--- src/rtl/acr_pkg.sv ---
package acr_pkg;
  localparam int unsigned NUM_RATIOS = 4;

  typedef enum logic [1:0] {
    RATIO_256 = 2'd0,
    RATIO_384 = 2'd1,
    RATIO_512 = 2'd2,
    RATIO_768 = 2'd3
  } ratio_e;

  function automatic int unsigned ratio_len(input int unsigned base, input logic [1:0] code);
    case (code)
      2'd0:    return base;
      2'd1:    return (base * 3) / 2;
      2'd2:    return base * 2;
      default: return base * 3;
    endcase
  endfunction
endpackage

--- src/rtl/acr_lrck_meter.sv ---
module acr_lrck_meter #(
  parameter int unsigned LOSS_CYC = 1024,
  localparam int unsigned CNT_W = $clog2(LOSS_CYC + 1)
) (
  input  logic             clk_i,
  input  logic             rst_ni,
  input  logic             lrck_i,
  output logic             rise_o,
  output logic             meas_vld_o,
  output logic [CNT_W-1:0] meas_o,
  output logic             lost_o
);
  localparam logic [CNT_W-1:0] LIMIT = CNT_W'(LOSS_CYC);

  logic [2:0]       sync_q;
  logic [CNT_W-1:0] cnt_q;
  logic             seen_q;

  assign rise_o     = sync_q[1] & ~sync_q[2];
  assign lost_o     = (cnt_q == LIMIT);
  assign meas_vld_o = rise_o & seen_q;
  assign meas_o     = cnt_q;

  always_ff @(posedge clk_i or negedge rst_ni) begin
    if (!rst_ni) begin
      sync_q <= '0;
      cnt_q  <= '0;
      seen_q <= 1'b0;
    end else begin
      sync_q <= {sync_q[1:0], lrck_i};
      if (rise_o)              cnt_q <= CNT_W'(1);
      else if (cnt_q != LIMIT) cnt_q <= cnt_q + 1'b1;
      if (rise_o)      seen_q <= 1'b1;
      else if (lost_o) seen_q <= 1'b0;
    end
  end

  // the loss count saturates until an edge returns
  p_loss_hold_r7: assert property (@(posedge clk_i) disable iff (!rst_ni)
    lost_o && !rise_o |=> lost_o);
endmodule

--- src/rtl/acr_ratio_judge.sv ---
module acr_ratio_judge
  import acr_pkg::*;
#(
  parameter int unsigned BASE  = 256,
  parameter int unsigned TOL   = 2,
  parameter int unsigned CNT_W = 11
) (
  input  logic             clk_i,
  input  logic             rst_ni,
  input  logic             meas_vld_i,
  input  logic [CNT_W-1:0] meas_i,
  input  logic             lost_i,
  output logic             locked_o,
  output logic [1:0]       ratio_o,
  output logic             bad_o
);
  logic [NUM_RATIOS-1:0] hit;
  logic [1:0]            cls;
  logic                  cls_ok, lock_n;
  logic [1:0]            prev_cls_q;
  logic                  prev_ok_q;

  for (genvar g = 0; g < NUM_RATIOS; g++) begin : g_win
    localparam int unsigned L = ratio_len(BASE, 2'(g));
    localparam logic [CNT_W-1:0] LO = CNT_W'(L - TOL);
    localparam logic [CNT_W-1:0] HI = CNT_W'(L + TOL);
    assign hit[g] = (meas_i >= LO) && (meas_i <= HI);
  end

  always_comb begin
    cls = '0;
    for (int i = 0; i < NUM_RATIOS; i++) if (hit[i]) cls = 2'(i);
  end

  assign cls_ok = |hit;
  assign lock_n = cls_ok && prev_ok_q && (cls == prev_cls_q);

  always_ff @(posedge clk_i or negedge rst_ni) begin
    if (!rst_ni) begin
      prev_cls_q <= '0;
      prev_ok_q  <= 1'b0;
      locked_o   <= 1'b0;
      ratio_o    <= '0;
      bad_o      <= 1'b0;
    end else if (meas_vld_i) begin
      prev_cls_q <= cls;
      prev_ok_q  <= cls_ok;
      bad_o      <= ~cls_ok;
      locked_o   <= lock_n;
      if (lock_n) ratio_o <= cls;
    end else if (lost_i) begin
      locked_o  <= 1'b0;
      prev_ok_q <= 1'b0;
    end
  end

  p_lock_on_meas_r2: assert property (@(posedge clk_i) disable iff (!rst_ni)
    $rose(locked_o) |-> $past(meas_vld_i));
  p_ratio_stable_r1: assert property (@(posedge clk_i) disable iff (!rst_ni)
    locked_o && $past(locked_o) |-> $stable(ratio_o));
endmodule

--- src/rtl/acr_en256.sv ---
module acr_en256
  import acr_pkg::*;
#(
  parameter int unsigned BASE = 256,
  localparam int unsigned ACC_W = $clog2(4 * BASE) + 1
) (
  input  logic       clk_i,
  input  logic       rst_ni,
  input  logic       locked_i,
  input  logic [1:0] ratio_i,
  input  logic       rise_i,
  output logic       en_o
);
  logic [ACC_W-1:0] acc_q, sum, rlen;

  always_comb begin
    rlen = ACC_W'(ratio_len(BASE, ratio_i));
    sum  = (rise_i ? '0 : acc_q) + ACC_W'(BASE);
  end

  always_ff @(posedge clk_i or negedge rst_ni) begin
    if (!rst_ni) begin
      acc_q <= '0;
      en_o  <= 1'b0;
    end else if (!locked_i) begin
      acc_q <= '0;
      en_o  <= 1'b0;
    end else if (sum >= rlen) begin
      acc_q <= sum - rlen;
      en_o  <= 1'b1;
    end else begin
      acc_q <= sum;
      en_o  <= 1'b0;
    end
  end

  p_en_needs_lock_r4: assert property (@(posedge clk_i) disable iff (!rst_ni)
    en_o |-> $past(locked_i));
endmodule

--- src/rtl/acr_master_div.sv ---
module acr_master_div #(
  parameter int unsigned BASE       = 256,
  parameter int unsigned BCK_PER_FS = 64,
  localparam int unsigned DIV_W = $clog2(2 * BASE),
  localparam int unsigned LB    = $clog2(BASE),
  localparam int unsigned BB    = $clog2(BASE / BCK_PER_FS) - 1
) (
  input  logic clk_i,
  input  logic rst_ni,
  input  logic master_i,
  input  logic sel_i,
  output logic lrck_o,
  output logic bclk_o
);
  logic [DIV_W-1:0] div_q, last;

  assign last   = sel_i ? DIV_W'(2 * BASE - 1) : DIV_W'(BASE - 1);
  assign lrck_o = sel_i ? div_q[LB] : div_q[LB-1];
  assign bclk_o = sel_i ? div_q[BB+1] : div_q[BB];

  always_ff @(posedge clk_i or negedge rst_ni) begin
    if (!rst_ni)            div_q <= '0;
    else if (!master_i)     div_q <= '0;
    else if (div_q >= last) div_q <= '0;
    else                    div_q <= div_q + 1'b1;
  end

  p_bclk_low_r5: assert property (@(posedge clk_i) disable iff (!rst_ni)
    $rose(lrck_o) && $stable(sel_i) |-> !bclk_o);
endmodule

--- src/rtl/fs_ratio_clk_ctrl.sv ---
module fs_ratio_clk_ctrl #(
  parameter int unsigned BASE       = 256,
  parameter int unsigned TOL        = 2,
  parameter int unsigned LOSS_CYC   = 1024,
  parameter int unsigned BCK_PER_FS = 64,
  localparam int unsigned CNT_W = $clog2(LOSS_CYC + 1)
) (
  input  logic       clk_i,
  input  logic       rst_ni,
  input  logic       lrck_i,
  input  logic       master_i,
  input  logic       ratio_sel_i,
  input  logic       pwr_en_i,
  output logic       lrck_o,
  output logic       bclk_o,
  output logic       en256_o,
  output logic [1:0] ratio_o,
  output logic       ratio_ok_o,
  output logic       bad_ratio_o,
  output logic       clk_lost_o,
  output logic       pd_o
);
  logic             lrck_gen, lrck_src, rise, meas_vld;
  logic [CNT_W-1:0] meas;

  acr_master_div #(.BASE(BASE), .BCK_PER_FS(BCK_PER_FS)) u_div (
    .clk_i, .rst_ni, .master_i, .sel_i(ratio_sel_i),
    .lrck_o(lrck_gen), .bclk_o(bclk_o)
  );

  // master mode measures its own frame clock
  assign lrck_src = master_i ? lrck_gen : lrck_i;
  assign lrck_o   = lrck_gen;

  acr_lrck_meter #(.LOSS_CYC(LOSS_CYC)) u_meter (
    .clk_i, .rst_ni, .lrck_i(lrck_src), .rise_o(rise),
    .meas_vld_o(meas_vld), .meas_o(meas), .lost_o(clk_lost_o)
  );

  acr_ratio_judge #(.BASE(BASE), .TOL(TOL), .CNT_W(CNT_W)) u_judge (
    .clk_i, .rst_ni, .meas_vld_i(meas_vld), .meas_i(meas), .lost_i(clk_lost_o),
    .locked_o(ratio_ok_o), .ratio_o(ratio_o), .bad_o(bad_ratio_o)
  );

  acr_en256 #(.BASE(BASE)) u_en (
    .clk_i, .rst_ni, .locked_i(ratio_ok_o), .ratio_i(ratio_o),
    .rise_i(rise), .en_o(en256_o)
  );

  assign pd_o = ~pwr_en_i | ~ratio_ok_o;

  p_loss_unlocks_r7: assert property (@(posedge clk_i) disable iff (!rst_ni)
    clk_lost_o && $past(clk_lost_o) |-> !ratio_ok_o);
  p_slave_quiet_r9: assert property (@(posedge clk_i) disable iff (!rst_ni)
    !master_i && $past(!master_i) |-> !lrck_o && !bclk_o);
endmodule

--- config.mk ---
export PLATFORM = sky130hd
export DESIGN_NAME = fs_ratio_clk_ctrl
export DESIGN_NICKNAME = d
export VERILOG_FILES = /design/src/rtl/acr_pkg.sv /design/src/rtl/acr_lrck_meter.sv /design/src/rtl/acr_ratio_judge.sv /design/src/rtl/acr_en256.sv /design/src/rtl/acr_master_div.sv /design/src/rtl/fs_ratio_clk_ctrl.sv
export SDC_FILE = /design/constraint.sdc
export NUM_CORES = 1
export LEC_CHECK = 0
export BUFFER_PORTS_ARGS = -buffer_cell sky130_fd_sc_hd__buf_2
export CAP_MARGIN = 20
export CORE_AREA = 4 4 82 53
export CTS_BUF_LIST = sky130_fd_sc_hd__clkbuf_8
export DETAILED_ROUTE_END_ITERATION = 10
export DIE_AREA = 0 0 86 57
export MAX_ROUTING_LAYER = met4
export PLACE_DENSITY = 0.8
export REMOVE_ABC_BUFFERS = 1
export SLEW_MARGIN = 5
export SYNTH_ARGS = -nofsm -noshare
export SYNTH_HDL_FRONTEND = slang
export SYNTH_SLANG_ARGS = --single-unit
--- constraint.sdc ---
create_clock -name clk_i -period 4.6 [get_ports clk_i]
set_input_delay 0.23 -clock clk_i [delete_from_list [all_inputs] [get_ports clk_i]]
set_output_delay 0.23 -clock clk_i [all_outputs]
set_load 0.01 [all_outputs]
# == Yosys cells after proc, flatten, opt, wreduce, memory -nomap -nowiden ==
# Index checks and enable logic that the tools add are counted.
# totals
ff_bits,43
input_bits,6
out_inout_bits,9
elab_cells,70
# op_classes
add_sub_neg,4
n_lt_le_gt_ge,10
eq_ne,5
muxes,21
bitwise,7
n_reduce_logical,12
# ops
cell,n
$mux 11,5
$pmux 10 s3,1
$mux 9,3
$ge 11x9->1 const B,2
$le 11x10->1 const B,2
$le 11x9->1 const B,2
$add 11x1->11 const B,1
$add 11x9->11 const B,1
$eq 11x11->1 const B,1
$ge 11x10->1,1
$ge 11x10->1 const B,1
$ge 11x8->1 const B,1
$ne 11x11->1 const B,1
$sub 11x10->11,1
$mux 1,10
$add 9x1->9 const B,1
$ge 9x9->1,1
$logic_and 1x1->1,6
$reduce_bool 2->1,3
$mux 2,2
$not 1->1,4
$reduce_or 4->1,1
$and 1x1->1,2
$eq 2x1->1 const B,1
5 further kinds,5

# == Depth between registers and ports, before layout ==
# Gate-level depths: netlist (run 1).
# logic_depth
depth_word,8
ltp_mapped,9
mapped_depth_nobuf,8

# == By module ==
# A second synthesis (run 1) with hierarchy kept.
# unflattened
cells_unflattened,243
hier_area_um2,2451.1
# by_module_without_submodules
module,instances,cells_per_inst,area_each_um2,seq_area_each_um2
acr_lrck_meter,1,71,724.4,375.4
acr_en256,1,61,651.9,300.3
acr_ratio_judge,1,58,538.0,175.2
acr_master_div,1,51,518.0,225.2
fs_ratio_clk_ctrl,1,2,18.8,0.0

# == Least setup slack after synthesis (run 1) ==
# Ideal clock, no wire load.
# synth_timing
path_type,reg2reg
startpoint,register u_meter.sync_q[2]
endpoint,register u_en.acc_q[7]
setup_ps,66
t_arrival_ps,2153
required_time_ps,4534
path_slack_ps,2381
stages_incl_launch_ff,9
n_path_buf,1
period_less_slack_ps,2219
cell_sequence,dfrtp_1 -> nand2b_1 -> clkbuf_1 -> and2_1 -> ha_1 -> ha_1 -> a211oi_2 -> mux2i_1 -> and2_1
# synth_via
elab_chain_len,7
elab_cells_between_ends,8
classes_between,add/sub (2); order compare (1); mux (3); bitwise (2)
# synth_rtl
element,line,rtl
"start, declared",acr_lrck_meter.sv:15,logic [2:0] sync_q;
"start signal, assigned",acr_lrck_meter.sv:30,"sync_q <= {sync_q[1:0], lrck_i};"
$not 1->1 *,acr_lrck_meter.sv:19,assign rise_o = sync_q[1] & ~sync_q[2];
$and 1x1->1 *,acr_lrck_meter.sv:19,
$mux 11 *,acr_en256.sv:18,sum = (rise_i ? '0 : acc_q) + ACC_W'(BASE);
$add 11x9->11 *,acr_en256.sv:18,
$sub 11x10->11 or $ge 11x10->1 (tied branches),"acr_en256.sv:29, acr_en256.sv:28",
$mux 11 *,acr_en256.sv:28,end else if (sum >= rlen) begin
$mux 11 *,acr_en256.sv:25,end else if (!locked_i) begin
"end signal, assigned",acr_en256.sv:29,acc_q <= sum - rlen;
"end signal, assigned",acr_en256.sv:32,acc_q <= sum;
"end, declared",acr_en256.sv:14,"logic [ACC_W-1:0] acc_q, sum, rlen;"
# Every way passes the cells marked *; elsewhere a longest branch is shown, timed or not.
# A chain may end at the register's enable or synchronous reset.

# == Worst setup path after layout (run 1) ==
# layout_timing
startpoint,register u_meter.sync_q[2]
endpoint,register u_en.acc_q[8]
# Same word-level chain as after synthesis.

==> flow_metrics.tcl, run 1 <==
set metrics [dict create \
    status "finished, final reports clean" \
    synth-compound-area-share_pct 8.77 \
    hold_viol_final 0 \
    multi_input_area_um2 1120 \
    synth_edf_count 0 \
    start_util_pct 63.1 \
    regArea_um2 1080 \
    leakagePower_uw 0.00121 \
    ys_seq_area_share_pct 47.4 \
    post_cts_resized 0 \
    r2r-start "u_meter.sync_q[2]" \
    wl_per_cell_um 13.9 \
    synth.distinct_cells 47 \
    nNetsFinal 255 \
    critPathKind "register to register" \
    peakVddDrop_mv 0.225 \
    wl_um 3980 \
    finalSetupViolCount 0 \
    rsz0062_at_grt "no" \
    rrSetupSlack_ns 2.05 \
    cp.required_ns 4.84 \
    synth_top_family_by_area "simple AND/OR/NAND/NOR gates" \
    maxSlewHeadroom_pct 38.9 \
    ys.flop_type "dfrtp_1" \
    timing.rr.end "u_en.acc_q[8]" \
    die_h_um 57 \
    synthAdderAreaFrac_pct 5.84 \
    cts_setup_buffers 0 \
    crit_path_start "u_meter.sync_q[2]" \
    cts-root-buf "clkbuf_8" \
    clock_latency_ns 0.30 \
    ff2ff_path_depth 8 \
    antenna_found_initial 0 \
    period_needed_ns 2.55 \
    nFillCells 284 \
    startpoint_type "register" \
    post_synth_xor_area_fraction_pct 8.10 \
    std_cell_rows 17 \
    gr-total-overflow 0 \
    hp-class "input pin to async pin" \
    place_ws_ns 2.11 \
    via_per_inst 5.42 \
    clock_path_buffers 2 \
    htreeDepth 2 \
    synth-async-reset-ratio_pct 100 \
    pwr_density_cell_nw_per_um2 326 \
    cts_tree "yes" \
    num_vias 1550 \
    synth_cells 225 \
    cts_sinks 43 \
    first_iter_violations 100 \
    dr.pass1.iters 4 \
    numCtsBuffers 5 \
    worstPathArrival_ns 2.79 \
    tns_ns 0 \
    synthMuxAreaShare_pct 3.75 \
    ys_warn_count 0 \
    ant_nets 0 \
    cts.clk_slew.worst_paths_ns 0.08 \
    core_area_um2 3590 \
    slew_viol_final 0 \
    hold_buffers 0 \
    io_buffer_count 14 \
    crit_fanout 13 \
    drive_gt1_share_pct 15.1 \
    place_congestion 0.850 \
    finalCoreUtilization_pct 68.2 \
    drc 0 \
    finalPower_uw 799 \
    grt_start_max_net_pins 44 \
    yosys.area_share.simple_pct 22.9 \
    cp-endpoint "u_en.acc_q[8]" \
    grt_pass1_wl_um 7090 \
    die-area_um2 4900 \
    drv_cap 0 \
    fmax_ghz 0.392 \
    avgSynthCellArea_um2 10.1 \
    setup_slack_ns 2.05 \
    end_kind "register" \
    tightest_slew_ns 0.917 \
    period_share_pct 55.4 \
    diodes 0 \
    post_dp_cell_area_um2 2360 \
    mappedNetlistArea_um2 2270 \
    yosys_register_bits 43 \
    grt_use_total_pct 19.2 \
    chipWidth_um 86 \
    ios 15 \
    synthToLayoutAreaGrowth_pct 7.94 \
    post-route-cell-area_um2 2450 \
    finClkSkew_ns 0.00396 \
    dp_hpwl_um 2870 \
    grt_pass1_vias 1496 \
]
## cell families after synthesis
family	after synthesis
xor+xnor	21
buf+inv	17
simple gates	101
fa+ha+maj	10
compound gates	25
flops	43
mux	8
## critical path: stages, from the launching register on
cell      delay, ns
dfrtp_1        0.37
nand2b_1       0.32
nand2_1        0.20
inv_1          0.11
ha_1           0.31
ha_1           0.36
a211oi_2       0.43
mux2i_1        0.24
and2_1         0.14
## registers in the layout (all words and copies together), names as in the netlist, 2 cells and up
| register | flops |
|---|---|
| u_judge.prev_cls_q | 2 |
| u_judge.ratio_o | 2 |
| u_en.acc_q | 11 |
| u_meter.sync_q | 3 |
| u_meter.meas_o | 11 |
| u_div.div_q | 9 |
## cell usage after synthesis (all sizes together) (5+ instances only)
| cell | n | share of area, % |
|---|---|---|
| and3 | 11 | 3.0 |
| o21ai | 6 | 1.3 |
| xor2 | 11 | 4.2 |
| nor2 | 26 | 4.3 |
| nor2b | 5 | 1.4 |
| inv | 10 | 1.7 |
| nand2 | 27 | 4.6 |
| ha | 9 | 5.0 |
| and2 | 8 | 2.3 |
| dfrtp | 43 | 47 |
| nand3 | 6 | 1.3 |
| xnor2 | 10 | 3.9 |
## layout make-up
class	count	area share [%]
Tap cell	47	2.40
Multi-Input combinational cell	165	45.7
Clock buffer	6	3.37
Sequential cell	43	43.9
Timing Repair Buffer	14	2.86
Inverter	10	1.53
Clock inverter	1	0.204
## report_power, final
part	switching, µW	internal (µW)	leakage [µW]
clock network	122	118	0.0000470
logic	70.6	53.6	0.000587
registers	35.5	400	0.000580
## metrics by stage
stage,cells,hold slack (ns)
3_5_place_dp,279,0.346
6_report,286,0.0664
3_3_place_gp,279,0.336
2_1_floorplan,218,-0.0656
5_1_grt,286,0.137
4_1_cts,286,0.0972
## layer usage
metal  routed length, µm  global-route usage, %  part of all wire [%]  up-vias
met5                   0                      -                     0        -
li1                    -                      -                     -      789
met4                  57                   6.32                   1.4        0
met1                2120                   27.3                    53      729
met2                1630                   25.8                    41       28
met3                 178                   6.06                   4.5        4
## cell usage in the layout (no fill, tap or decap), types with 2 or more instances in the layout
master | netlist | routed
inv_1 | 10 | 10
mux2i_1 | 4 | 4
nand3b_1 | 2 | 2
o21ai_0 | 5 | 5
a21oi_1 | 4 | 4
xnor2_1 | 10 | 10
nand2_1 | 26 | 26
nand3_1 | 6 | 6
nand2b_1 | 2 | 2
dfrtp_1 | 43 | 43
nor3_1 | 3 | 3
nor2b_1 | 5 | 5
buf_2 | 2 | 14
and2_1 | 7 | 7
and3_1 | 11 | 11
ha_1 | 9 | 9
nor2_1 | 26 | 26
mux2_2 | 4 | 4
xor2_1 | 11 | 11
nand4_1 | 4 | 4
nor4_1 | 2 | 2
clkbuf_8 | 0 | 6
## worst min-delay path by stage
stage,start,to,cells past startpoint
floorplan,rst_ni,u_div.div_q[0],0
global placement,u_meter.sync_q[0],u_meter.sync_q[1],0
detailed placement,u_meter.sync_q[0],u_meter.sync_q[1],0
CTS,rst_ni,u_meter.meas_o[6],1
global route,rst_ni,u_meter.meas_o[5],1
finish,rst_ni,u_meter.meas_o[5],1
No activity file was read; power rests on OpenSTA's default activity.
==> inputs of run 2 (changes only) <==
CORE_AREA = 4 4 88 57   (was 4 4 82 53)
DIE_AREA = 0 0 92 61   (was 0 0 86 57)
PLACE_DENSITY = 0.72   (was 0.8)
clock period = 2.3 ns   (was 4.6 ns; I/O delays follow)
==> run 2 against run 1 <==
  * Combinational power rose by 110%
  * Sequential power rose by 100%
  * Critical path depth did not move
  * Power rose by 100%
  * Critical endpoint is now u_en.acc_q[7]
  * Highest routed layer unchanged
==> flow_metrics.tcl, run 2 (same netlist as run 1, synthesis figures left out) <==
set metrics [dict create \
    place_ws_ns -0.0294 \
    cts-root-buf "clkbuf_8" \
    peakVddDrop_mv 0.378 \
    final_common_cell "dfrtp_1" \
    clock_path_buffers 2 \
    grt_use_total_pct 17.7 \
    cts_setup_buffers 0 \
    final_cell_mix "dfrtp_1 (43), nand2_1 (26), nor2_1 (26)" \
    diodes 0 \
    synthToLayoutAreaGrowth_pct 12.1 \
    worstPathArrival_ns 2.35 \
    pwr_density_cell_nw_per_um2 642 \
    num_vias 1573 \
    rrSetupSlack_ns 0.19 \
    period_share_pct 91.8 \
    antenna_found_initial 0 \
    hold_viol_final 0 \
    cts.clk_slew.worst_paths_ns 0.09 \
    core_area_um2 4100 \
    post_dp_cell_area_um2 2390 \
    nNetsFinal 258 \
    drc 0 \
    clock_latency_ns 0.30 \
    critPathSlowestCell "dfrtp_1" \
    via_per_inst 5.19 \
    nFillCells 372 \
    path_cells "nand2b_1 -> nand2_1 -> inv_1 -> ha_4 -> ha_4 -> a211oi_4 -> mux2i_1 -> and2_1" \
    end_kind "register" \
    cts_sinks 43 \
    ios 15 \
    dr.pass1.iters 4 \
    tightest_slew_ns 0.618 \
    wl_um 4230 \
    fmax_ghz 0.474 \
    io_buffer_count 14 \
    post-route-cell-area_um2 2540 \
    crit_top_cell "ha_4" \
    leakagePower_uw 0.00122 \
    final_cells 303 \
    timing.rr.end "u_en.acc_q[7]" \
    r2r-start "u_meter.sync_q[2]" \
    htreeDepth 2 \
    chipWidth_um 92 \
    finalSetupViolCount 0 \
    hp-class "input pin to register" \
    cp_slowest_stage_delay_ns 0.37 \
    startpoint_type "register" \
    status "finished, final reports clean" \
    std_cell_rows 18 \
    finClkSkew_ns 0.00605 \
    slew_viol_final 0 \
    gr-total-overflow 0 \
    cts_tree "yes" \
    grt_start_max_net_pins 44 \
    grt_pass1_wl_um 7430 \
    crit_fanout 5 \
    place_congestion 0.881 \
    drv_cap 0 \
    wl_per_cell_um 14.0 \
    start_util_pct 55.4 \
    rsz0062_at_grt "no" \
    setup_slack_ns 0.189 \
    die_h_um 61 \
    period_needed_ns 2.11 \
    finalCoreUtilization_pct 62.1 \
    first_iter_violations 29 \
    cp.required_ns 2.54 \
    hold_depth 2 \
    worstHoldStart "lrck_i" \
    maxSlewHeadroom_pct 58.5 \
    drive_gt1_share_pct 17.3 \
    dp_hpwl_um 2970 \
    hold-path-endpoint "u_meter.sync_q[0]" \
    grt_pass1_vias 1592 \
    ant_nets 0 \
    critPathKind "register to register" \
    numCtsBuffers 5 \
    die-area_um2 5610 \
    placed_cells 293 \
    ff2ff_path_depth 8 \
]
## run 2: worst max-delay path by stage
stage	startpoint	end	slack, ns
global route	u_meter.sync_q[2]	u_en.acc_q[8]	0.02
global placement	u_meter.sync_q[2]	u_en.acc_q[7]	0.11
CTS	u_meter.sync_q[2]	u_en.acc_q[9]	0.03
detailed placement	u_meter.sync_q[2]	u_en.acc_q[9]	-0.03
floorplan	u_meter.sync_q[2]	u_en.acc_q[7]	0.13
finish	u_meter.sync_q[2]	u_en.acc_q[7]	0.19
## run 2: area by class of cell
cell class / count / area, µm² / share of cell area [%]
Clock inverter: 3 / 23.8 / 0.934
Timing Repair Buffer: 17 / 108 / 4.23
Clock buffer: 5 / 68.8 / 2.70
Tap cell: 60 / 75.1 / 2.95
Sequential cell: 43 / 1080 / 42.3
Multi-Input combinational cell: 165 / 1160 / 45.4
Inverter: 10 / 37.5 / 1.47
## run 2: layer usage
| layer | track usage, % | vias to the layer above | routed length (µm) |
|---|---|---|---|
| met3 | 6.57 | 4 | 227 |
| met4 | 4.65 | 0 | 30 |
| li1 | - | 796 | - |
| met5 | - | - | 0 |
| met2 | 25.3 | 28 | 1720 |
| met1 | 23.8 | 745 | 2250 |
## run 2: power by group
part / switching, µW / internal, µW
sequential: 78.9 / 799
combinational: 143 / 113
clock: 281 / 217
total: 503 / 1130
## run 2: what timing repair did
item,4_1_cts,5_1_grt
pin swaps,0,1
hold endpoints to repair,43,0
hold buffers,1,0
setup endpoints to repair,3,5
resized for setup,1,3
## run 2: per-stage QoR
stage / hold slack, ns / total power, µW / setup TNS [ns]
final: 0.0373 / 1630 / 0
after global routing: 0.0325 / 1740 / 0
after CTS: 0.0347 / 1640 / 0
after detailed placement: 0.317 / 1140 / -0.0393
after global placement: 0.315 / 1130 / 0
after floorplan: -0.181 / 1060 / 0
## run 2: critical path: cells and delay by family, from the launching register on
family,cells,cell delay [ns]
and+or+nand+nor,3,0.47
muxes,1,0.21
DFF,1,0.37
adders and majority gates,2,0.53
buffers and inverters,1,0.10
AOI/OAI and AO/OA,1,0.37
